File: config.mk
export PLATFORM = sky130hd
export DESIGN_NAME = pkt_node_handler
export DESIGN_NICKNAME = d
export VERILOG_FILES = /design/src/rtl/pkt_node_pkg.sv /design/src/rtl/pkt_node_dp.sv /design/src/rtl/pkt_node_ctrl.sv /design/src/rtl/pkt_node_handler.sv
export SDC_FILE = /design/constraint.sdc
export NUM_CORES = 1
export LEC_CHECK = 0
export CAP_MARGIN = 20
export CORE_MARGIN = 2
export CORE_UTILIZATION = 40
export DETAILED_ROUTE_END_ITERATION = 10
export DONT_BUFFER_PORTS = 1
export SETUP_SLACK_MARGIN = 0.15
export SLEW_MARGIN = 20
export SYNTH_ARGS = -nofsm -noshare
export SYNTH_HDL_FRONTEND = slang
export SYNTH_HIERARCHICAL = 1
export SYNTH_SLANG_ARGS = --single-unit
File: constraint.sdc
create_clock -name clk -period 2.75 [get_ports clk]
set_input_delay 0.275 -clock clk [delete_from_list [all_inputs] [get_ports clk]]
set_output_delay 0.275 -clock clk [all_outputs]
set_load 0.02 [all_outputs]
File: src/rtl/pkt_node_pkg.sv
package pkt_node_pkg;

  typedef enum logic [2:0] {
    FK_DISCOVER = 3'd0,
    FK_COMMAND  = 3'd1,
    FK_SELECT   = 3'd2,
    FK_BULK     = 3'd3,
    FK_BAD      = 3'd4
  } frameKind_t;

  typedef struct packed {
    logic countInvalid;
    logic frameSeen;
  } ctrlStrobe_t;

  localparam logic [7:0] CMD_STATUS = 8'h01;

endpackage

File: src/rtl/pkt_node_dp.sv
module pkt_node_dp
  import pkt_node_pkg::*;
#(
  parameter int LEN_W    = 8,
  parameter int HALF_LEN = 96,
  parameter int BOOT_MS  = 100,
  parameter int CNT_W    = 16
) (
  input  logic              clk,
  input  logic              rstN,
  input  logic [LEN_W-1:0]  frameLen,
  input  logic [31:0]       frameHead,
  input  logic [31:0]       nodeId,
  input  logic              msTick,
  input  ctrlStrobe_t       strobe,
  output frameKind_t        kind,
  output logic              idMatch,
  output logic              cmdIsStatus,
  output logic              bootOpen,
  output logic [CNT_W-1:0]  invalidCount
);

  localparam int BOOT_W = $clog2(BOOT_MS + 1);
  localparam logic [BOOT_W-1:0] BOOT_LIMIT = BOOT_W'(BOOT_MS);
  localparam logic [LEN_W-1:0]  LEN_DISC = '0;
  localparam logic [LEN_W-1:0]  LEN_CMD  = LEN_W'(1);
  localparam logic [LEN_W-1:0]  LEN_SEL  = LEN_W'(4);
  localparam logic [LEN_W-1:0]  LEN_BULK = LEN_W'(HALF_LEN);
  localparam logic [CNT_W-1:0]  CNT_MAX  = '1;

  logic [BOOT_W-1:0] bootMs;

  // classification by decoded length only
  always_comb begin
    if (frameLen == LEN_DISC)       kind = FK_DISCOVER;
    else if (frameLen == LEN_CMD)   kind = FK_COMMAND;
    else if (frameLen == LEN_SEL)   kind = FK_SELECT;
    else if (frameLen == LEN_BULK)  kind = FK_BULK;
    else                            kind = FK_BAD;
  end

  // byte-wise identifier compare, byte 0 least significant
  logic [3:0] byteEq;
  for (genvar b = 0; b < 4; b++) begin : g_idByte
    assign byteEq[b] = (frameHead[8*b +: 8] == nodeId[8*b +: 8]);
  end
  assign idMatch     = &byteEq;
  assign cmdIsStatus = (frameHead[7:0] == CMD_STATUS);

  // boot window timer, saturating at the limit
  always_ff @(posedge clk) begin
    if (!rstN) begin
      bootMs <= '0;
    end else if (msTick && (bootMs < BOOT_LIMIT)) begin
      bootMs <= bootMs + 1'b1;
    end
  end
  assign bootOpen = (bootMs < BOOT_LIMIT);

  // saturating invalid-frame counter
  always_ff @(posedge clk) begin
    if (!rstN) begin
      invalidCount <= '0;
    end else if (strobe.countInvalid && (invalidCount != CNT_MAX)) begin
      invalidCount <= invalidCount + 1'b1;
    end
  end

endmodule

File: src/rtl/pkt_node_ctrl.sv
module pkt_node_ctrl
  import pkt_node_pkg::*;
(
  input  logic        clk,
  input  logic        rstN,
  input  logic        frameDone,
  input  frameKind_t  kind,
  input  logic        idMatch,
  input  logic        cmdIsStatus,
  input  logic        bootOpen,
  input  logic        txBusy,
  output ctrlStrobe_t strobe,
  output logic        nodeAddressed,
  output logic        reqIdTx,
  output logic        reqStatusTx,
  output logic        dataHalfOk,
  output logic        errPulse,
  output logic        actPulse
);

  typedef enum logic {ST_IGNORE = 1'b0, ST_ADDRESSED = 1'b1} protoState_t;

  protoState_t stateQ, stateD;
  logic idReqD, statReqD, bulkOkD, errD;

  always_comb begin
    stateD   = stateQ;
    idReqD   = 1'b0;
    statReqD = 1'b0;
    bulkOkD  = 1'b0;
    errD     = 1'b0;
    if (frameDone) begin
      unique case (kind)
        FK_DISCOVER: begin
          idReqD = bootOpen && !txBusy;
        end
        FK_COMMAND: begin
          if (stateQ == ST_ADDRESSED) begin
            statReqD = cmdIsStatus && !txBusy;
          end else begin
            errD = 1'b1;
          end
          stateD = ST_IGNORE;
        end
        FK_SELECT: begin
          stateD = idMatch ? ST_ADDRESSED : ST_IGNORE;
        end
        FK_BULK: begin
          bulkOkD = (stateQ == ST_ADDRESSED);
          stateD  = ST_IGNORE;
        end
        default: begin
          errD   = 1'b1;
          stateD = ST_IGNORE;
        end
      endcase
    end
  end

  always_comb begin
    strobe.countInvalid = errD;
    strobe.frameSeen    = frameDone;
  end

  always_ff @(posedge clk) begin
    if (!rstN) begin
      stateQ      <= ST_IGNORE;
      reqIdTx     <= 1'b0;
      reqStatusTx <= 1'b0;
      dataHalfOk  <= 1'b0;
      errPulse    <= 1'b0;
      actPulse    <= 1'b0;
    end else begin
      stateQ      <= stateD;
      reqIdTx     <= idReqD;
      reqStatusTx <= statReqD;
      dataHalfOk  <= bulkOkD;
      errPulse    <= errD;
      actPulse    <= strobe.frameSeen;
    end
  end

  assign nodeAddressed = (stateQ == ST_ADDRESSED);

endmodule

File: src/rtl/pkt_node_handler.sv
module pkt_node_handler
  import pkt_node_pkg::*;
#(
  parameter int LEN_W    = 8,
  parameter int HALF_LEN = 96,
  parameter int BOOT_MS  = 100,
  parameter int CNT_W    = 16
) (
  input  logic             clk,
  input  logic             rstN,
  input  logic             frameDone,
  input  logic [LEN_W-1:0] frameLen,
  input  logic [31:0]      frameHead,
  input  logic [31:0]      nodeId,
  input  logic             msTick,
  input  logic             txBusy,
  output logic             nodeAddressed,
  output logic             reqIdTx,
  output logic             reqStatusTx,
  output logic             dataHalfOk,
  output logic             errPulse,
  output logic             actPulse,
  output logic [CNT_W-1:0] invalidCount
);

  frameKind_t  kind;
  ctrlStrobe_t strobe;
  logic        idMatch;
  logic        cmdIsStatus;
  logic        bootOpen;

  pkt_node_dp #(
    .LEN_W(LEN_W), .HALF_LEN(HALF_LEN), .BOOT_MS(BOOT_MS), .CNT_W(CNT_W)
  ) u_dp (
    .clk(clk), .rstN(rstN), .frameLen(frameLen), .frameHead(frameHead),
    .nodeId(nodeId), .msTick(msTick), .strobe(strobe), .kind(kind),
    .idMatch(idMatch), .cmdIsStatus(cmdIsStatus), .bootOpen(bootOpen),
    .invalidCount(invalidCount)
  );

  pkt_node_ctrl u_ctrl (
    .clk(clk), .rstN(rstN), .frameDone(frameDone), .kind(kind),
    .idMatch(idMatch), .cmdIsStatus(cmdIsStatus), .bootOpen(bootOpen),
    .txBusy(txBusy), .strobe(strobe), .nodeAddressed(nodeAddressed),
    .reqIdTx(reqIdTx), .reqStatusTx(reqStatusTx), .dataHalfOk(dataHalfOk),
    .errPulse(errPulse), .actPulse(actPulse)
  );

endmodule

# [Yosys cells after proc, flatten, opt, wreduce, memory -nomap -nowiden]
# Cells that the tools add are included.
[totals] ff_bits=29 output_inout_bits=22
[op_classes] n_addsub=2 n_lt_le_gt_ge=1 eq_ne=12 mux=9 bitwise_logic=1 n_reduce_logical=13
[op_table] op="8-bit equality test" count=4
[op_table] op="16-bit by 1-bit adder with 16-bit output (second input constant)" count=1
[op_table] op="8-bit by 1-bit equality test with 1-bit output (second input constant)" count=2
[op_table] op="16-bit != test (second input constant)" count=1
[op_table] op="3-bit 2-to-1 mux" count=4
[op_table] op="8-bit by 3-bit equality test with 1-bit output (second input constant)" count=1
[op_table] op="8-bit by 7-bit equality test with 1-bit output (second input constant)" count=1
[op_table] op="8-bit zero test" count=1
[op_table] op="4-bit AND reduction" count=2
[op_table] op="7-bit by 1-bit adder with 7-bit output (second input constant)" count=1
[op_table] op="7-bit less-than comparator (second input constant)" count=1
[op_table] op="3-bit by 2-bit equality test with 1-bit output (second input constant)" count=2
[op_table] op="3-bit AND reduction" count=2
[op_table] op="1-bit logical AND" count=4
[op_table] op="1-bit case mux with 2 select lines" count=2
[op_table] op="3-bit by 1-bit equality test with 1-bit output (second input constant)" count=1
[op_table] op="3-bit zero test" count=1
[op_table] op="1-bit 2-to-1 mux" count=3
[op_table] op="3-bit OR reduction" count=1
[op_table] op="2-bit AND reduction" count=1
[op_table] op="1-bit zero test" count=1
[op_table] op="1-bit NOT" count=1

# [Logic depth before layout (Yosys ltp)]
# Gate-level depths: netlist of the first run.
[depth] word_depth=10 mapped_depth=12 ltp_nobuf=10

# [Modules after synthesis]
# The synthesis of the first run kept the hierarchy.
[by_module_without_submodules] mod="pkt_node_dp" n_inst=1 cells_each=189 area_per_inst_um2=1559.0
[by_module_without_submodules] mod="pkt_node_ctrl" n_inst=1 cells_each=24 area_per_inst_um2=244.0

# [Worst setup path before layout of the first run]
# Ideal clock, no wire load.
[synth_path] kind="input-to-reg" from="in frameLen[1]" to="reg u_dp.invalidCount[8]" setup_time_ns=0.071 t_arrival_ns=2.835 required_ns=2.679 slack_ns=-0.156 stages=10 path_cell_list="or4_1 > nor3_1 > nor3b_1 > o21a_1 > buf_4 > and2_1 > or3b_2 > clkbuf_1 > or4_1 > a21oi_1"
[synth_via] elab_chain_len=10 elab_cells_between_ends=16 cone_classes="eq/ne (6); mux (6); reduce/logical (4)"
[synth_lines] item="from (decl)" line="pkt_node_handler.sv:12" rtl="input logic [LEN_W-1:0] frameLen,"
[synth_lines] item="8-bit by 7-bit equality test with 1-bit output" line="pkt_node_dp.sv:38" rtl="else if (frameLen == LEN_BULK) kind = FK_BULK;"
[synth_lines] item="3-bit 2-to-1 mux" line="pkt_node_dp.sv:38"
[synth_lines] item="3-bit 2-to-1 mux" line="pkt_node_dp.sv:37" rtl="else if (frameLen == LEN_SEL) kind = FK_SELECT;"
[synth_lines] item="3-bit 2-to-1 mux" line="pkt_node_dp.sv:36" rtl="else if (frameLen == LEN_CMD) kind = FK_COMMAND;"
[synth_lines] item="3-bit 2-to-1 mux *" line="pkt_node_dp.sv:35" rtl="if (frameLen == LEN_DISC) kind = FK_DISCOVER;"
[synth_lines] item="named net kind[0]" line="pkt_node_handler.sv:26" rtl="frameKind_t kind;"
[synth_lines] item="3-bit by 2-bit equality test with 1-bit output or 3-bit zero test (tied branches)" line="pkt_node_ctrl.sv:33" rtl="unique case (kind)"
[synth_lines] item="3-bit OR reduction (no line)"
[synth_lines] item="1-bit case mux with 2 select lines *" line="pkt_node_ctrl.sv:33"
[synth_lines] item="1-bit 2-to-1 mux *" line="pkt_node_ctrl.sv:32" rtl="if (frameDone) begin"
[synth_lines] item="named net u_ctrl.errD" line="pkt_node_ctrl.sv:24" rtl="logic idReqD, statReqD, bulkOkD, errD;"
[synth_lines] item="1-bit logical AND *" line="pkt_node_dp.sv:64" rtl="end else if (strobe.countInvalid && (invalidCount != CNT_MAX)) begin"
[synth_lines] item="to (signal assigned)" line="pkt_node_dp.sv:65" rtl="invalidCount <= invalidCount + 1'b1;"
[synth_lines] item="to (decl)" line="pkt_node_dp.sv:20" rtl="output logic [CNT_W-1:0] invalidCount"
# The timed path passes the listed nets; every way through them passes the cells marked *.
# A chain may end at the register's enable or synchronous reset.

==> results of run 1 <==
[cell type report]
cell class | instances | area (sq um)
Fill cell | 432 | 2310
Multi-Input combinational cell | 175 | 1210
Sequential cell | 29 | 581
Clock buffer | 7 | 86.3
Tap cell | 52 | 65.1
Timing Repair Buffer | 8 | 60.1
Inverter | 4 | 15.0
[per-stage QoR]
step,power (W),hold slack [ns]
detailed placement,0.000527,0.414
global placement,0.000527,0.413
global route,0.000910,0.114
floorplan,0.000514,0.397
CTS,0.000882,0.121
finish,0.000867,0.126
[flip-flops by register name, summed over array words and instances, names as in the netlist]
signal                count
u_ctrl/actPulse           1
u_ctrl/dataHalfOk         1
u_ctrl/errPulse           1
u_ctrl/nodeAddressed      1
u_ctrl/reqIdTx            1
u_ctrl/reqStatusTx        1
u_dp/bootMs               7
u_dp/invalidCount        16
[power by group]
group,leakage [nW],internal (W),switching (W)
Sequential,0.235,0.000428,0.00000784
Clock,0.0443,0.000198,0.000150
Combinational,0.466,0.0000420,0.0000412
Total,0.745,0.000668,0.000199
[worst min path at each step]
stage	end	start	slack, ns	depth (start not counted)
final	u_dp/invalidCount[10]$_SDFFE_PN0P_	rstN	0.13	1
after global routing	u_dp/invalidCount[12]$_SDFFE_PN0P_	rstN	0.11	1
after CTS	u_dp/invalidCount[12]$_SDFFE_PN0P_	rstN	0.12	1
after detailed placement	u_dp/invalidCount[12]$_SDFFE_PN0P_	rstN	0.41	1
after global placement	u_dp/invalidCount[10]$_SDFFE_PN0P_	rstN	0.41	1
after floorplan	u_ctrl/errPulse$_SDFF_PN0_	rstN	0.40	1
[layer usage]
layer	vias to the layer above	wire, um	global-route usage
li1	798	-	-
met1	757	1760	0.199
met2	49	2060	0.273
met3	7	252	0.0670
met4	0	53	0.0608
met5	-	0	0
[worst reg2reg max path, cell delays in order (launching register included)]
cell and delay, ns:
dfxtp_1 0.52, nand4_1 0.26, o41ai_1 0.94, o21ai_0 0.21, a21oi_1 0.15
==> results.py, run 1 <==
metrics = {
    "setup_path": {
        "critPathMaxStageDelay_ns": 0.55,
        "r2r_end": "u_dp/invalidCount[5]$_SDFFE_PN0P_",
        "crit_chain": "or4_4, nor3_4, nor3b_2, o21a_1, nand4_1, or4b_4, or4_1, a21oi_1",
        "worst_ep_arrival_time_ns": 2.59,
        "critPathBufInv": 0,
        "cp_num_cells": 8,
        "r2r_start": "u_dp/invalidCount[13]$_SDFFE_PN0P_",
        "regToRegSetupSlack_ns": 0.59,
        "cpLargestDelayFamily": "simple AND/OR/NAND/NOR gates",
        "cp-start-kind": "primary input",
        "worstPathRequired_ns": 2.95,
        "worst_path_max_delay_cell": "or4_4",
        "critPathKind": "primary input to register",
        "crit_path_end": "u_dp/invalidCount[15]$_SDFFE_PN0P_",
        "worstPathMaxFanout": 3,
        "end_kind": "register",
        "r2r_cells": 4,
        "crit_start": "frameLen[1]",
    },
    "detailed_routing": {
        "vias": 1611,
        "viasPerCell": 5.86,
        "detail-route-antenna-nets": 0,
        "drc": 0,
        "drt_iter0_drc": 77,
        "totalWireLength_um": 4130,
        "wire_per_inst_um": 15.0,
        "firstDrtPassIters": 4,
    },
    "sta": {
        "setup_violations": 0,
        "rsz0062_at_grt": "no",
        "max_clock_freq_ghz": 0.418,
        "drv_slew": 0,
        "fin_worst_skew_ns": 0.00845,
        "fin_ws_ns": 0.355,
        "finalCriticalPeriod_ns": 2.39,
        "setup_tns_ns": 0,
        "final-hold-violation-count": 0,
        "finalCritPeriodShare": 0.871,
        "slew_headroom": 0.354,
        "worst_pin_slew_ns": 0.956,
    },
    "yosys": {
        "synth_nets": 291,
        "yosysWarnings": 6,
        "syn_area_per_cell_sq_um": 8.47,
        "synth_cells": 212,
        "netlist_area_sq_um": 1800,
    },
    "die": {
        "start_util": 0.415,
        "core_area_sq_um": 4320,
        "ios": 99,
        "dieArea_sq_um": 5040,
        "chipHeight_um": 71.0,
        "die_w_um": 71.0,
        "rows": 24,
    },
    "cts": {
        "clk_latency_ns": 0.28,
        "cts_tree": "done",
        "cts_resized": 0,
        "clkSinkCount": 29,
        "h-tree-depth": 2,
        "post-cts-setup-buffer-count": 0,
        "clockBufferDepth": 2,
        "cts_buffers": 5,
        "holdBufCountCts": 0,
        "clock-root-buffer": "clkbuf_8",
        "clk_pin_slew_ns": 0.06,
    },
    "final_layout": {
        "final_cells": 275,
        "final_cell_mix": "xor2_1, dfxtp_1, nand2_1",
        "utilization": 0.466,
        "num_antenna_cells": 0,
        "final_area_sq_um": 2010,
        "nets": 302,
        "layout-drive-gt1-share": 0.117,
        "layout_commonest_cell": "xor2_1",
        "area_growth_pct": 12.1,
    },
    "global_routing": {
        "gr-total-overflow": 0,
        "grt_pass1_vias": 1467,
        "antenna_found_initial": 0,
        "grt_max_degree": 18,
        "track_usage": 0.167,
        "grt_pass1_wl_um": 6830,
    },
    "run_status": {
        "status": "complete, no violations",
    },
    "placement": {
        "dp_hpwl_um": 3250,
        "place_inst": 268,
        "pre_cts_slack_ns": 0.0740,
        "gp_congestion": 0.769,
        "post_dp_cell_area_sq_um": 1930,
        "port_buffers": 0,
    },
    "worst_hold_path": {
        "hold_class": "primary input to register",
    },
    "pwr": {
        "leakage_nw": 0.745,
        "vdd_drop_max_mv": 0.272,
        "power_density_nw_per_um2": 431,
    },
    "flow_run": {
        "max-cap-violations": 0,
    },
}
(Power assumes the default switching activity.)
==> run 2, diff against run 1 <==
--- a/config.mk
+++ b/config.mk
@@ -5,6 +5,7 @@
 export SDC_FILE = /design/constraint.sdc
 export NUM_CORES = 1
 export LEC_CHECK = 0
+export ABC_AREA = 1
 export CAP_MARGIN = 20
 export CORE_MARGIN = 2
 export CORE_UTILIZATION = 40
==> constraint.sdc (replaced) <==
create_clock -name clk -period 2.75 [get_ports clk]
set_input_delay 0.825 -clock clk [delete_from_list [all_inputs] [get_ports clk]]
set_output_delay 0.825 -clock clk [all_outputs]
set_load 0.02 [all_outputs]
==> run 2 against run 1 <==
Routed wire length increased by 15%. Global-route usage fell by 0.62 points. Total power is 0.82% higher. Area after synthesis grew 19%.
==> results.py, run 2 <==
metrics = {
    "run_status": {
        "status": "complete, no violations",
    },
    "final_layout": {
        "largest_reg_flops": 16,
        "layout-drive-gt1-share": 0.114,
        "area_growth_pct": 8.08,
        "reg.largest.list": "u_dp/invalidCount x16, u_dp/bootMs x7",
        "fillers": 609,
        "top_register": "u_dp/invalidCount",
        "layout_commonest_cell": "nand2_1",
        "final_cell_mix": "nand2_1, nor2_1, inv_1",
        "num_antenna_cells": 0,
        "nets": 429,
    },
    "sta": {
        "max_clock_freq_ghz": 0.425,
        "fin_worst_skew_ns": 0.00590,
        "worst_pin_slew_ns": 0.426,
        "finalCritPeriodShare": 0.855,
        "finalCriticalPeriod_ns": 2.35,
        "fin_ws_ns": 0.398,
        "rsz0062_at_grt": "no",
        "drv_slew": 0,
        "setup_violations": 0,
        "setup_tns_ns": 0,
        "final-hold-violation-count": 0,
        "slew_headroom": 0.715,
    },
    "worst_hold_path": {
        "hold_class": "register to register",
        "min_to": "u_dp/bootMs[6]$_SDFFE_PN0P_",
        "hold_depth": 2,
        "min_from": "u_dp/bootMs[6]$_SDFFE_PN0P_",
    },
    "setup_path": {
        "worstPathMaxFanout": 5,
        "r2r_cells": 6,
        "worst_ep_arrival_time_ns": 2.52,
        "crit_chain": "nor2_1, and3_1, nand3b_1, o21ai_2, nor2_1, nor2_1, nand2_1, nand3_2, inv_2, inv_1, nor2_1, nand2_1, nor2_2, nand3_2, nand2_1, nor2_1",
        "critPathMaxStageDelay_ns": 0.17,
        "critPathMostFrequentCell": "nor2_1",
        "regToRegSetupSlack_ns": 1.03,
        "worstPathRequired_ns": 2.92,
        "r2r_start": "u_dp/invalidCount[0]$_SDFFE_PN0P_",
        "r2r_end": "u_dp/invalidCount[4]$_SDFFE_PN0P_",
        "end_kind": "register",
        "critPathKind": "primary input to register",
        "worst_path_max_delay_cell": "nor2_1",
        "cp-start-kind": "primary input",
    },
    "pwr": {
        "power_density_nw_per_um2": 378,
        "clock_power_share": 0.396,
        "intPower_w": 0.000668,
        "leakage_nw": 1.06,
        "share_comb_of_total_power": 0.100,
        "vdd_drop_max_mv": 0.142,
        "p_sw_frac": 0.236,
        "power_frac_seq": 0.504,
        "power.switching_w": 0.000207,
    },
    "placement": {
        "dp_hpwl_um": 3870,
        "port_buffers": 0,
        "gp_congestion": 0.822,
        "pre_cts_slack_ns": 0.00222,
    },
    "global_routing": {
        "antenna_found_initial": 0,
        "gr-total-overflow": 0,
        "track_usage": 0.161,
        "grt_max_degree": 24,
        "grt_pass1_vias": 1867,
        "grt_pass1_wl_um": 7790,
    },
    "detailed_routing": {
        "drc": 0,
        "firstDrtPassIters": 5,
        "detail-route-antenna-nets": 0,
        "viasPerCell": 4.78,
        "vias": 2006,
        "wire_per_inst_um": 11.3,
        "drt_iter0_drc": 49,
        "totalWireLength_um": 4750,
    },
    "yosys": {
        "synth_cells": 345,
        "yosysWarnings": 6,
        "synth_nets": 424,
        "netlist_area_sq_um": 2140,
        "syn_area_per_cell_sq_um": 6.20,
    },
    "cts": {
        "clk_pin_slew_ns": 0.06,
        "clockBufferDepth": 2,
        "h-tree-depth": 2,
        "clkSinkCount": 29,
        "clk_latency_ns": 0.27,
        "clock-root-buffer": "clkbuf_8",
        "post-cts-setup-buffer-count": 0,
        "cts_buffers": 5,
        "cts_tree": "done",
    },
    "die": {
        "ios": 99,
        "rows": 26,
        "chipHeight_um": 77.1,
        "die_w_um": 77.1,
        "dieArea_sq_um": 5950,
        "core_area_sq_um": 5140,
        "start_util": 0.416,
    },
    "flow_run": {
        "max-cap-violations": 0,
    },
}
==> run 2: timing repair <==
item | 4_1_cts | 5_1_grt
hold buffers | 0 | 0
endpoints found under the setup margin | 0 | 7
gates resized for setup | 0 | 5
==> run 2: area by class of cell <==
class / instances / area, sq um / area share
sequential: 29 / 581 / 0.251
clock buffer: 7 / 86.3 / 0.0374
inverter: 42 / 158 / 0.0682
tap: 70 / 87.6 / 0.0379
timing repair buffer: 2 / 15.0 / 0.00650
multi-input combinational: 270 / 1380 / 0.599
==> run 2: worst max path at each step <==
stage	endpoint	depth (start not counted)	from	slack, ns
floorplan	u_dp/invalidCount[13]$_SDFFE_PN0P_	15	frameLen[1]	0.18
global placement	u_dp/invalidCount[13]$_SDFFE_PN0P_	16	frameLen[4]	0.10
detailed placement	u_dp/invalidCount[13]$_SDFFE_PN0P_	16	frameLen[4]	0.002
CTS	u_dp/invalidCount[13]$_SDFFE_PN0P_	16	frameLen[4]	0.27
global route	u_dp/invalidCount[9]$_SDFFE_PN0P_	16	frameLen[4]	0.14
finish	u_dp/invalidCount[13]$_SDFFE_PN0P_	16	frameLen[4]	0.40
==> run 2: metal layers <==
| layer | GRT usage | part of all wire | vias to the layer above |
|---|---|---|---|
| li1 | - | - | 1070 |
| met1 | 0.169 | 0.39 | 846 |
| met2 | 0.306 | 0.52 | 85 |
| met3 | 0.0447 | 0.080 | 5 |
| met4 | 0.0536 | 0.012 | 0 |
| met5 | 0 | 0 | - |
==> run 2: critical path: cells and delay by family <==
| family | cells | cell delay [ns] |
|---|---|---|
| AOI/OAI and AO/OA | 1 | 0.10 |
| and+or+nand+nor | 13 | 1.42 |
| buffers and inverters | 2 | 0.18 |
==> run 2: per-stage QoR <==
stage                     power (W)  area, sq um  instances   util  hold slack [ns]
after floorplan            0.000530         2140        345      -            0.431
after global placement     0.000536         2200        413  0.429            0.442
after detailed placement   0.000538         2200        413  0.429            0.458
after CTS                  0.000890         2290        420  0.445            0.466
after global routing       0.000927         2310        420  0.450            0.498
final                      0.000874         2310        420  0.450            0.463
==> run 2: power groups by stage <==
stage | sequential (W) | combinational [W] | clock, W
floorplan | 0.000448 | 0.0000816 | 0
global placement | 0.000450 | 0.0000859 | 0
detailed placement | 0.000450 | 0.0000878 | 0
CTS | 0.000441 | 0.0000881 | 0.000361
global route | 0.000442 | 0.000107 | 0.000378
finish | 0.000441 | 0.0000873 | 0.000346
==> run 3, diff against run 2 <==
--- a/config.mk
+++ b/config.mk
@@ -9,6 +9,7 @@
 export CAP_MARGIN = 20
 export CORE_MARGIN = 2
 export CORE_UTILIZATION = 40
+export CTS_BUF_LIST = sky130_fd_sc_hd__clkbuf_16
 export DETAILED_ROUTE_END_ITERATION = 10
 export DONT_BUFFER_PORTS = 1
 export SETUP_SLACK_MARGIN = 0.15
==> run 3 against run 2 <==
Die area is the same. Clock-buffer cell count is 2 lower. Via count rose by 0.25%. Global-route usage is 0.25 points higher. Core utilization is 0.85 points higher. Critical endpoint unchanged. Largest cell class unchanged. Highest routed layer unchanged.
==> results.py, run 3 (synthesis gave the netlist of run 2 again) <==
metrics = {
    "run_status": {
        "status": "complete, no violations",
    },
    "worst_hold_path": {
        "hold_class": "register to register",
    },
    "sta": {
        "max_clock_freq_ghz": 0.424,
        "setup_violations": 0,
        "setup_tns_ns": 0,
        "worst_pin_slew_ns": 0.440,
        "drv_slew": 0,
        "fin_worst_skew_ns": 0.00595,
        "finalCriticalPeriod_ns": 2.36,
        "finalCritPeriodShare": 0.857,
        "holdWs_ns": 0.461,
        "slew_headroom": 0.707,
        "final-hold-violation-count": 0,
        "rsz0062_at_grt": "yes",
    },
    "detailed_routing": {
        "routed.top_layer": "met4",
        "totalWireLength_um": 4760,
        "firstDrtPassIters": 4,
        "met1_length_um": 1880,
        "detail-route-antenna-nets": 0,
        "vias": 2011,
        "drt_iter0_drc": 66,
        "wire_per_inst_um": 11.3,
        "drc": 0,
        "wl_met3_um": 344,
        "viasPerCell": 4.79,
        "route.met2.wl_um": 2440,
    },
    "final_layout": {
        "fillers": 606,
        "register_area_sq_um": 581,
        "reg.largest.list": "u_dp/invalidCount x16, u_dp/bootMs x7",
        "final_cell_mix": "nand2_1, nor2_1, inv_1",
        "area_growth_pct": 10.1,
        "multi_input_comb_area_sq_um": 1380,
        "layout-drive-gt1-share": 0.109,
        "top_register": "u_dp/invalidCount",
        "largest_reg_flops": 16,
        "layout_commonest_cell": "nand2_1",
        "num_antenna_cells": 0,
        "nets": 429,
    },
    "die": {
        "die_w_um": 77.1,
        "ios": 99,
        "dieArea_sq_um": 5950,
        "start_util": 0.416,
        "chipHeight_um": 77.1,
        "rows": 26,
        "core_area_sq_um": 5140,
    },
    "setup_path": {
        "end_kind": "register",
        "worst_ep_arrival_time_ns": 2.52,
        "cp-start-kind": "primary input",
        "crit_path_end": "u_dp/invalidCount[13]$_SDFFE_PN0P_",
        "worstPathMaxFanout": 5,
        "r2r_end": "u_dp/invalidCount[15]$_SDFFE_PN0P_",
        "r2r_start": "u_dp/invalidCount[0]$_SDFFE_PN0P_",
        "worstPathRequired_ns": 2.91,
        "r2r_cells": 6,
        "critPathKind": "primary input to register",
        "crit_start": "frameLen[4]",
        "regToRegSetupSlack_ns": 1.04,
    },
    "cts": {
        "cts_tree": "done",
        "clock-root-buffer": "clkbuf_16",
        "cts_buffers": 5,
        "clk_pin_slew_ns": 0.05,
        "clkSinkCount": 29,
        "h-tree-depth": 2,
        "clk_latency_ns": 0.27,
        "clockBufferDepth": 2,
        "post-cts-setup-buffer-count": 0,
    },
    "pwr": {
        "share_comb_of_total_power": 0.086,
        "power_density_nw_per_um2": 431,
        "vdd_drop_max_mv": 0.227,
        "clock_power_share": 0.479,
        "leakage_nw": 1.08,
        "power_frac_seq": 0.435,
        "power.switching_w": 0.000224,
        "p_sw_frac": 0.220,
        "intPower_w": 0.000792,
    },
    "global_routing": {
        "grt_pass1_vias": 1880,
        "grt_pass1_wl_um": 7820,
        "grt_max_degree": 24,
        "track_usage": 0.164,
        "gr-total-overflow": 0,
        "antenna_found_initial": 0,
    },
    "flow_run": {
        "max-cap-violations": 0,
    },
    "placement": {
        "port_buffers": 0,
        "dp_hpwl_um": 3870,
        "gp_congestion": 0.822,
    },
}
-- run 3: changes by cell type in the layout (fill, tap and decap cells not counted) --
cell and change:
clkinv_1 +1, inv_1 +1, clkbuf_8 -6, clkbuf_16 +5, clkbuf_1 -1, nor2_2 -1, nor2_1 +1
-- run 3: worst max-delay path, stage by stage --
cell	delay, ns
nor2_1	0.03
and3_1	0.14
nand3b_1	0.14
o21ai_2	0.10
nor2_1	0.17
nor2_1	0.09
nand2_1	0.10
nand3_2	0.09
inv_2	0.10
inv_1	0.08
nor2_1	0.14
nand2_1	0.14
nor2_1	0.18
nand3_2	0.08
nand2_1	0.06
nor2_1	0.03
-- run 3: power groups by stage --
stage / Combinational [W] / Clock [W] / Sequential [W]
detailed placement: 0.0000878 / 0 / 0.000450
CTS: 0.0000880 / 0.000509 / 0.000442
global placement: 0.0000859 / 0 / 0.000450
global route: 0.000107 / 0.000522 / 0.000442
finish: 0.0000871 / 0.000487 / 0.000442
floorplan: 0.0000816 / 0 / 0.000448
-- run 3: per-stage QoR --
stage          cells  cell area (sq um)  setup WS (ns)  total power (W)   util
3_3_place_gp     413               2200          0.101         0.000536  0.429
5_1_grt          420               2350          0.128          0.00107  0.458
2_1_floorplan    345               2140          0.175         0.000530      -
3_5_place_dp     413               2200        0.00222         0.000538  0.429
6_report         420               2350          0.394          0.00102  0.458
4_1_cts          420               2340          0.280          0.00104  0.454
-- run 3: area by class of cell --
type / instances / area share
flip-flops and latches: 29 / 0.247
multi-input cells: 270 / 0.587
clock inverters: 2 / 0.00319
repair buffers: 2 / 0.00638
well taps: 70 / 0.0372
inverters: 42 / 0.0669
clock buffers: 5 / 0.0531
-- run 3: worst min path at each step --
| stage | slack [ns] | start | cells past startpoint | end |
|---|---|---|---|---|
| 6_report | 0.46 | u_dp/bootMs[6]$_SDFFE_PN0P_ | 2 | u_dp/bootMs[6]$_SDFFE_PN0P_ |
| 3_5_place_dp | 0.46 | u_dp/bootMs[6]$_SDFFE_PN0P_ | 2 | u_dp/bootMs[6]$_SDFFE_PN0P_ |
| 3_3_place_gp | 0.44 | u_dp/bootMs[6]$_SDFFE_PN0P_ | 2 | u_dp/bootMs[6]$_SDFFE_PN0P_ |
| 2_1_floorplan | 0.43 | u_dp/bootMs[6]$_SDFFE_PN0P_ | 2 | u_dp/bootMs[6]$_SDFFE_PN0P_ |
| 5_1_grt | 0.50 | u_dp/bootMs[6]$_SDFFE_PN0P_ | 2 | u_dp/bootMs[6]$_SDFFE_PN0P_ |
| 4_1_cts | 0.46 | u_dp/bootMs[6]$_SDFFE_PN0P_ | 2 | u_dp/bootMs[6]$_SDFFE_PN0P_ |
-- run 3: routing by layer --
layer  vias up  GRT usage
met3         9     0.0447
met2        82      0.306
met1       849      0.170
li1       1071          -
met5         -          0
met4         0     0.0696
-- run 3: what timing repair did --
| action | CTS | global route |
|---|---|---|
| hold buffers | 0 | 0 |
| gates resized for setup | 0 | 4 |
| endpoints found under the setup margin | 0 | 8 |
| endpoints found under the hold margin | 0 | 0 |
